File: config.mk
export PLATFORM = sky130hd
export DESIGN_NAME = phyCrMaster
export DESIGN_NICKNAME = d
export VERILOG_FILES = /design/src/rtl/phy_cr_pkg.sv /design/src/rtl/phy_cr_ctrl.sv /design/src/rtl/phy_cr_dp.sv /design/src/rtl/phyCrMaster.sv
export SDC_FILE = /design/constraint.sdc
export NUM_CORES = 1
export LEC_CHECK = 0
export ABC_CLOCK_PERIOD_IN_PS = 5400
export BUFFER_PORTS_ARGS = -buffer_cell sky130_fd_sc_hd__buf_2
export CAP_MARGIN = 20
export CORE_MARGIN = 2
export CORE_UTILIZATION = 60
export CTS_BUF_LIST = sky130_fd_sc_hd__clkbuf_4 sky130_fd_sc_hd__clkbuf_8
export CTS_CLUSTER_SIZE = 20
export DETAILED_ROUTE_END_ITERATION = 7
export PLACE_DENSITY = 0.95
export SYNTH_ARGS = -nofsm -noshare
export SYNTH_HDL_FRONTEND = slang
export SYNTH_SLANG_ARGS = --single-unit
File: constraint.sdc
create_clock -name clk -period 5.4 [get_ports clk]
set_clock_uncertainty 0.2 [all_clocks]
set_input_delay 0.81 -clock clk [delete_from_list [all_inputs] [get_ports clk]]
set_output_delay 0.81 -clock clk [all_outputs]
set_load 0.02 [all_outputs]
File: src/rtl/phy_cr_pkg.sv
package phy_cr_pkg;
  localparam int DATA_W   = 16;
  localparam int CTRL_W   = DATA_W + 4;
  localparam int STAT_W   = DATA_W + 1;
  localparam int CAPA_BIT = DATA_W;
  localparam int CAPD_BIT = DATA_W + 1;
  localparam int WR_BIT   = DATA_W + 2;
  localparam int RD_BIT   = DATA_W + 3;
  localparam int ACK_BIT  = DATA_W;

  typedef enum logic [3:0] {
    ST_IDLE, ST_ASET, ST_ACAP, ST_AREL, ST_RSTB, ST_RCLR,
    ST_DSET, ST_DCAP, ST_DREL, ST_WSTB, ST_WREL
  } crState_e;

  typedef enum logic [2:0] {
    SEL_ZERO, SEL_ADDR, SEL_ADDR_CAPA, SEL_RD, SEL_DATA, SEL_DATA_CAPD, SEL_WR
  } ctrlSel_e;

  typedef struct packed {
    logic     load;
    ctrlSel_e sel;
    logic     latchRd;
  } dpStrobes_t;
endpackage

File: src/rtl/phy_cr_ctrl.sv
module phy_cr_ctrl
  import phy_cr_pkg::*;
#(
  parameter int MAX_POLLS = 100
) (
  input  logic       clk,
  input  logic       rstN,
  input  logic       reqValid,
  input  logic       reqWrite,
  input  logic       ackIn,
  output logic       reqReady,
  output logic       rspDone,
  output logic       rspErr,
  output dpStrobes_t strb
);
  localparam int CNT_W = (MAX_POLLS > 1) ? $clog2(MAX_POLLS) : 1;
  localparam logic [CNT_W-1:0] LAST_POLL = CNT_W'(MAX_POLLS - 1);

  crState_e state, nextState;
  logic [CNT_W-1:0] pollCnt;
  logic opWrite;
  logic waitHi, waitLo, isWait, matched, abort, finish;

  function automatic ctrlSel_e selFor(crState_e s);
    case (s)
      ST_ASET, ST_AREL:          return SEL_ADDR;
      ST_ACAP:                   return SEL_ADDR_CAPA;
      ST_RSTB:                   return SEL_RD;
      ST_DSET, ST_DREL, ST_WREL: return SEL_DATA;
      ST_DCAP:                   return SEL_DATA_CAPD;
      ST_WSTB:                   return SEL_WR;
      default:                   return SEL_ZERO;
    endcase
  endfunction

  always_comb begin
    waitHi  = (state == ST_ACAP) || (state == ST_DCAP) ||
              (state == ST_WSTB) || (state == ST_RSTB);
    waitLo  = (state == ST_AREL) || (state == ST_DREL) ||
              (state == ST_WREL) || (state == ST_RCLR);
    isWait  = waitHi || waitLo;
    matched = waitHi ? ackIn : ~ackIn;
  end

  always_comb begin
    nextState    = state;
    strb.load    = 1'b0;
    strb.latchRd = 1'b0;
    abort        = 1'b0;
    case (state)
      ST_IDLE: if (reqValid) begin
        nextState = ST_ASET;
        strb.load = 1'b1;
      end
      ST_ASET: nextState = ST_ACAP;
      ST_ACAP: if (matched) nextState = ST_AREL;
      ST_AREL: if (matched) nextState = opWrite ? ST_DSET : ST_RSTB;
      ST_RSTB: if (matched) begin
        nextState    = ST_RCLR;
        strb.latchRd = 1'b1;
      end
      ST_RCLR: if (matched) nextState = ST_IDLE;
      ST_DSET: nextState = ST_DCAP;
      ST_DCAP: if (matched) nextState = ST_DREL;
      ST_DREL: if (matched) nextState = ST_WSTB;
      ST_WSTB: if (matched) nextState = ST_WREL;
      ST_WREL: if (matched) nextState = ST_IDLE;
      default: nextState = ST_IDLE;
    endcase
    if (isWait && !matched && pollCnt == LAST_POLL) begin
      nextState    = ST_IDLE;
      abort        = 1'b1;
      strb.latchRd = 1'b0;
    end
    finish   = (state != ST_IDLE) && (nextState == ST_IDLE) && !abort;
    strb.sel = selFor(nextState);
  end

  always_ff @(posedge clk) begin
    if (!rstN) begin
      state   <= ST_IDLE;
      pollCnt <= '0;
      opWrite <= 1'b0;
      rspDone <= 1'b0;
      rspErr  <= 1'b0;
    end else begin
      state   <= nextState;
      rspDone <= finish | abort;
      rspErr  <= abort;
      if (strb.load) opWrite <= reqWrite;
      if (nextState != state) pollCnt <= '0;
      else if (isWait)        pollCnt <= pollCnt + 1'b1;
    end
  end

  assign reqReady = (state == ST_IDLE);


  poll_bound_chk: assert property (@(posedge clk) disable iff (!rstN)
    pollCnt <= LAST_POLL);


  done_pulse_chk: assert property (@(posedge clk) disable iff (!rstN)
    rspDone |=> !rspDone);


  err_with_done_chk: assert property (@(posedge clk) disable iff (!rstN)
    rspErr |-> rspDone);


  done_idle_chk: assert property (@(posedge clk) disable iff (!rstN)
    rspDone |-> reqReady);
endmodule

File: src/rtl/phy_cr_dp.sv
module phy_cr_dp
  import phy_cr_pkg::*;
(
  input  logic              clk,
  input  logic              rstN,
  input  dpStrobes_t        strb,
  input  logic [DATA_W-1:0] reqAddr,
  input  logic [DATA_W-1:0] reqWdata,
  input  logic [STAT_W-1:0] statIn,
  output logic [CTRL_W-1:0] ctrlOut,
  output logic [DATA_W-1:0] rdData
);
  logic [DATA_W-1:0] addrReg, dataReg, effAddr;
  logic [CTRL_W-1:0] ctrlNext;

  assign effAddr = strb.load ? reqAddr : addrReg;

  always_comb begin
    ctrlNext = '0;
    case (strb.sel)
      SEL_ADDR:      ctrlNext[DATA_W-1:0] = effAddr;
      SEL_ADDR_CAPA: begin
        ctrlNext[DATA_W-1:0] = effAddr;
        ctrlNext[CAPA_BIT]   = 1'b1;
      end
      SEL_RD:        ctrlNext[RD_BIT] = 1'b1;
      SEL_DATA:      ctrlNext[DATA_W-1:0] = dataReg;
      SEL_DATA_CAPD: begin
        ctrlNext[DATA_W-1:0] = dataReg;
        ctrlNext[CAPD_BIT]   = 1'b1;
      end
      SEL_WR:        ctrlNext[WR_BIT] = 1'b1;
      default:       ctrlNext = '0;
    endcase
  end

  always_ff @(posedge clk) begin
    if (!rstN) begin
      addrReg <= '0;
      dataReg <= '0;
      ctrlOut <= '0;
      rdData  <= '0;
    end else begin
      ctrlOut <= ctrlNext;
      if (strb.load) begin
        addrReg <= reqAddr;
        dataReg <= reqWdata;
      end
      if (strb.latchRd) rdData <= statIn[DATA_W-1:0];
    end
  end


  one_strobe_chk: assert property (@(posedge clk) disable iff (!rstN)
    $onehot0(ctrlOut[RD_BIT:CAPA_BIT]));


  capa_setup_chk: assert property (@(posedge clk) disable iff (!rstN)
    $rose(ctrlOut[CAPA_BIT]) |->
      ($past(ctrlOut[DATA_W-1:0]) == ctrlOut[DATA_W-1:0]) &&
      ($past(ctrlOut[RD_BIT:CAPA_BIT]) == 4'b0000));


  capd_setup_chk: assert property (@(posedge clk) disable iff (!rstN)
    $rose(ctrlOut[CAPD_BIT]) |->
      ($past(ctrlOut[DATA_W-1:0]) == ctrlOut[DATA_W-1:0]) &&
      ($past(ctrlOut[RD_BIT:CAPA_BIT]) == 4'b0000));
endmodule

File: src/rtl/phyCrMaster.sv
module phyCrMaster
  import phy_cr_pkg::*;
#(
  parameter int MAX_POLLS = 100
) (
  input  logic        clk,
  input  logic        rstN,
  input  logic        reqValid,
  input  logic        reqWrite,
  input  logic [15:0] reqAddr,
  input  logic [15:0] reqWdata,
  output logic        reqReady,
  output logic        rspDone,
  output logic        rspErr,
  output logic [15:0] rspRdata,
  output logic [19:0] crCtrl,
  input  logic [16:0] crStat
);
  dpStrobes_t strb;

  phy_cr_ctrl #(.MAX_POLLS(MAX_POLLS)) i_ctrl (
    .clk(clk), .rstN(rstN), .reqValid(reqValid), .reqWrite(reqWrite),
    .ackIn(crStat[ACK_BIT]), .reqReady(reqReady), .rspDone(rspDone),
    .rspErr(rspErr), .strb(strb)
  );

  phy_cr_dp i_dp (
    .clk(clk), .rstN(rstN), .strb(strb), .reqAddr(reqAddr),
    .reqWdata(reqWdata), .statIn(crStat), .ctrlOut(crCtrl), .rdData(rspRdata)
  );


  abort_clear_chk: assert property (@(posedge clk) disable iff (!rstN)
    (rspDone && rspErr) |-> (crCtrl == '0));


  done_clear_chk: assert property (@(posedge clk) disable iff (!rstN)
    rspDone |-> (crCtrl == '0));
endmodule

==> impl_results.rst <==
.. list-table::
   :header-rows: 1

   * - Metric
     - Value
   * - Final antenna-violating net count
     - 0
   * - Final weighted congestion of routability-driven global placement
     - about 0.94
   * - Post-cts hold buffer count
     - 0
   * - Number of flops mapped to enable cells by yosys
     - 0
   * - Maximum number of pins on one net before global-route repair
     - 39
   * - Top-area cell type share of the netlist area
     - 43.4%
   * - Full die area
     - 6960 um^2
   * - Launch instance of the worst min-delay path
     - i_dp.rdData[12]
   * - Leading register cell type out of synthesis
     - sky130_fd_sc_hd__dfxtp_1
   * - Most used standard cells in the synthesized netlist
     - 82 x sky130_fd_sc_hd__dfxtp_1, 80 x sky130_fd_sc_hd__nand2_1, 44 x sky130_fd_sc_hd__a21oi_1
   * - Number of warnings printed during yosys synthesis
     - 0
   * - WHS
     - 0.257 ns
   * - Worst Setup SP
     - i_ctrl.state[1]
   * - Leak Pwr
     - 1.92 nW
   * - H-Tree Level Count
     - 3
   * - Share of layout cells above drive strength 1
     - 25.6%
   * - Num CTS Buffers
     - 9
   * - Final hold violation count
     - 0
   * - Antenna diodes
     - 0
   * - Starting density of the core
     - 63.2%
   * - Sequential share of the synthesized area
     - 43.4%
   * - Syn Inst Count
     - approximately 430
   * - Final nets
     - 565
   * - Count of input and output buffers
     - 91
   * - Data arrival time at the worst-slack endpoint
     - 3.94 ns
   * - Setup TNS
     - 0 ns
   * - Clock tree sinks
     - 82
   * - Max Clock Freq
     - ~260 MHz
   * - Count of cells resized by post-cts repair
     - 0
   * - Post-synth cell types
     - 57
   * - Cell type with the largest total area after synthesis
     - sky130_fd_sc_hd__dfxtp_1
   * - Period Utilization, post-route
     - 71.8%
   * - Most frequent cell after synthesis
     - sky130_fd_sc_hd__dfxtp_1
   * - Routed Wire Length
     - 9740 um
   * - Number of vias per cell
     - ~5.8
   * - Areal power density over the cells
     - 323 nW/um^2
   * - Overall track demand over capacity in global routing
     - between 20% and 30%
   * - Number of DRC violations after detailed-routing iteration 0
     - 228
   * - Die Wd
     - 83.4 um
   * - Initial antenna violation count
     - 2
   * - Vias post-DR
     - between 3k and 4k
   * - Wire length of the first global-routing pass
     - 16,200 um
   * - Shortest clock period the worst path allows after layout
     - 3.88 ns
   * - Mean instance size in the synthesized netlist
     - 8.78 um^2
   * - Setup fix buffers added after clock tree synthesis
     - 0
   * - Status
     - finished clean
   * - Share of the core filled with cells
     - 73.9%
   * - Number of top-level pins
     - 92
   * - HP Class
     - reg2reg
   * - Max-cap check violation count
     - 0
   * - Critical Path Source Type
     - flop
   * - Area added between synthesis and finish
     - 17.1%
   * - Average wire per cell in the routed design
     - 16.6 um
   * - Site row count
     - 28
   * - Die Y
     - roughly 83 um
   * - VDD IR max
     - 0.243 mV
   * - Largest driver fanout on the critical path
     - 26
   * - Worst Setup End Kind
     - flop
   * - Register bit count reported by yosys
     - 82
   * - DRC violations left
     - 0
   * - Final standard cell area without fillers
     - 4430 um^2
   * - Clock transition at the registers of the reported paths
     - 0.09 ns
   * - Unrepaired setup endpoints after global routing
     - false
   * - Clock Latency Late Sink
     - around 0.36 ns
   * - Number of max-slew violations in the final report
     - 0
   * - Share of async-settable or async-resettable flops after synthesis
     - 0%
   * - Tightest slew margin relative to the limit
     - 44.1%
   * - CTS Buffer Depth
     - 2
   * - WS Path Type
     - reg2reg
   * - Remaining Overflow, GRT
     - 0
   * - Required time of the critical path
     - 5.46 ns
   * - Via count of the first global-routing pass
     - 3,523
   * - Launch point of the worst reg-to-reg path
     - i_ctrl.state[1]
   * - Area after detailed placement
     - roughly 4200 um^2
   * - Final cell count without fillers
     - 587
   * - Synthesized netlist net count
     - 489
   * - Pre-Repair DR Iteration Count
     - 5
   * - Actual transition at the worst max-transition pin
     - 0.838 ns
   * - Root buffer cell
     - sky130_fd_sc_hd__clkbuf_8
   * - Cell count after placement
     - around 570
   * - Total of endpoints with negative setup slack in the final report
     - 0
   * - Core Area
     - 5990 um^2
   * - Top post-synthesis cells by area
     - sky130_fd_sc_hd__dfxtp_1 43%, sky130_fd_sc_hd__nand2_1 7.9%, sky130_fd_sc_hd__a21oi_1 5.8%, sky130_fd_sc_hd__mux2i_1 4.5%, sky130_fd_sc_hd__o32ai_2 4.3%
   * - Post-synthesis cell area
     - about 3800 um^2
   * - CTS tree
     - yes
   * - Placed wire-length estimate
     - 6590 um
[worst paths after layout]
path	to	slack, ns	cells past startpoint
max	i_dp.ctrlOut[14]	1.52	8
min	i_dp.rdData[12]	0.26	2
max reg2reg	i_dp.ctrlOut[14]	1.52	8
min reg2reg	i_dp.rdData[12]	0.26	2
[per-layer routing]
metal	vias up	GRT usage [%]	part of all wire, %
met4	4	12.0	2.8
met2	184	49.0	48
li1	1615	-	-
met5	-	0	0.28
met1	1543	33.1	40
met3	32	9.24	8.9
[cells in the final DEF, fill, tap and decap left out, types with 2 or more instances in the layout]
cell                        count
sky130_fd_sc_hd__a211oi_1       4
sky130_fd_sc_hd__a211oi_2       2
sky130_fd_sc_hd__a21o_1         3
sky130_fd_sc_hd__a21oi_1       44
sky130_fd_sc_hd__and2_1         6
sky130_fd_sc_hd__buf_2         91
sky130_fd_sc_hd__buf_4          3
sky130_fd_sc_hd__bufinv_16      2
sky130_fd_sc_hd__clkbuf_8       9
sky130_fd_sc_hd__dfxtp_1       82
sky130_fd_sc_hd__ha_1           5
sky130_fd_sc_hd__inv_1         37
sky130_fd_sc_hd__inv_6          3
sky130_fd_sc_hd__mux2i_1       17
sky130_fd_sc_hd__nand2_1       80
sky130_fd_sc_hd__nand2b_1      23
sky130_fd_sc_hd__nand3_1        4
sky130_fd_sc_hd__nand3b_1       2
sky130_fd_sc_hd__nor2_1        12
sky130_fd_sc_hd__nor2b_1        4
sky130_fd_sc_hd__nor3_1         6
sky130_fd_sc_hd__nor4_1         8
sky130_fd_sc_hd__nor4b_1        3
sky130_fd_sc_hd__o21ai_0        3
sky130_fd_sc_hd__o22ai_1        2
sky130_fd_sc_hd__o32ai_1        6
sky130_fd_sc_hd__o32ai_2       10
sky130_fd_sc_hd__or3_1          2
sky130_fd_sc_hd__xnor2_1        6
sky130_fd_sc_hd__xor2_1         4
[layout make-up]
| class | count | area, um^2 |
|---|---|---|
| repair buffers | 94 | 478 |
| inverters | 37 | 139 |
| clock buffers | 9 | 124 |
| clock inverters | 7 | 106 |
| fillers | 413 | 1560 |
| multi-input cells | 283 | 1850 |
| well taps | 75 | 93.8 |
| flip-flops and latches | 82 | 1640 |
[logic make-up (layout without fill, tap and decap cells)]
logic type      Yosys count  after routing  synth area share [%]
compound gates           93             93                  19.5
mux                      18             18                  4.89
simple gates            156            156                  20.0
buf+inv                  66            147                  7.80
fa+ha+maj                 5              5                  1.65
flops                    82             82                  43.4
xor+xnor                 11             11                  2.74
[flip-flops by register name (all words and copies together), names as in the netlist]
register / count
i_ctrl.opWrite: 1
i_ctrl.pollCnt: 7
i_ctrl.rspDone: 1
i_ctrl.rspErr: 1
i_ctrl.state: 4
i_dp.addrReg: 16
i_dp.ctrlOut: 20
i_dp.dataReg: 16
i_dp.rdData: 16
[power breakdown]
group / internal (W) / total [W] / switching [W]
Combinational: 0.0000992 / 0.000260 / 0.000161
Clock: 0.000269 / 0.000510 / 0.000241
Sequential: 0.000639 / 0.000663 / 0.0000242
[stage by stage]
stage               setup WS (ns)  power (W)
floorplan                    1.83   0.000860
finish                       1.52    0.00143
global placement             1.76   0.000916
detailed placement           1.59   0.000928
CTS                          1.57    0.00143
global route                 1.26    0.00149
[worst max-delay path: stages, from the launching register on]
cell                        delay, ns
sky130_fd_sc_hd__dfxtp_1         0.87
sky130_fd_sc_hd__nor3_1          0.23
sky130_fd_sc_hd__a2111oi_4       0.48
sky130_fd_sc_hd__and3_1          0.43
sky130_fd_sc_hd__a211oi_2        0.18
sky130_fd_sc_hd__ha_1            0.25
sky130_fd_sc_hd__o22ai_1         0.31
sky130_fd_sc_hd__nand4_2         0.53
sky130_fd_sc_hd__o32ai_2         0.31
No activity file was read; power rests on OpenSTA's default activity.
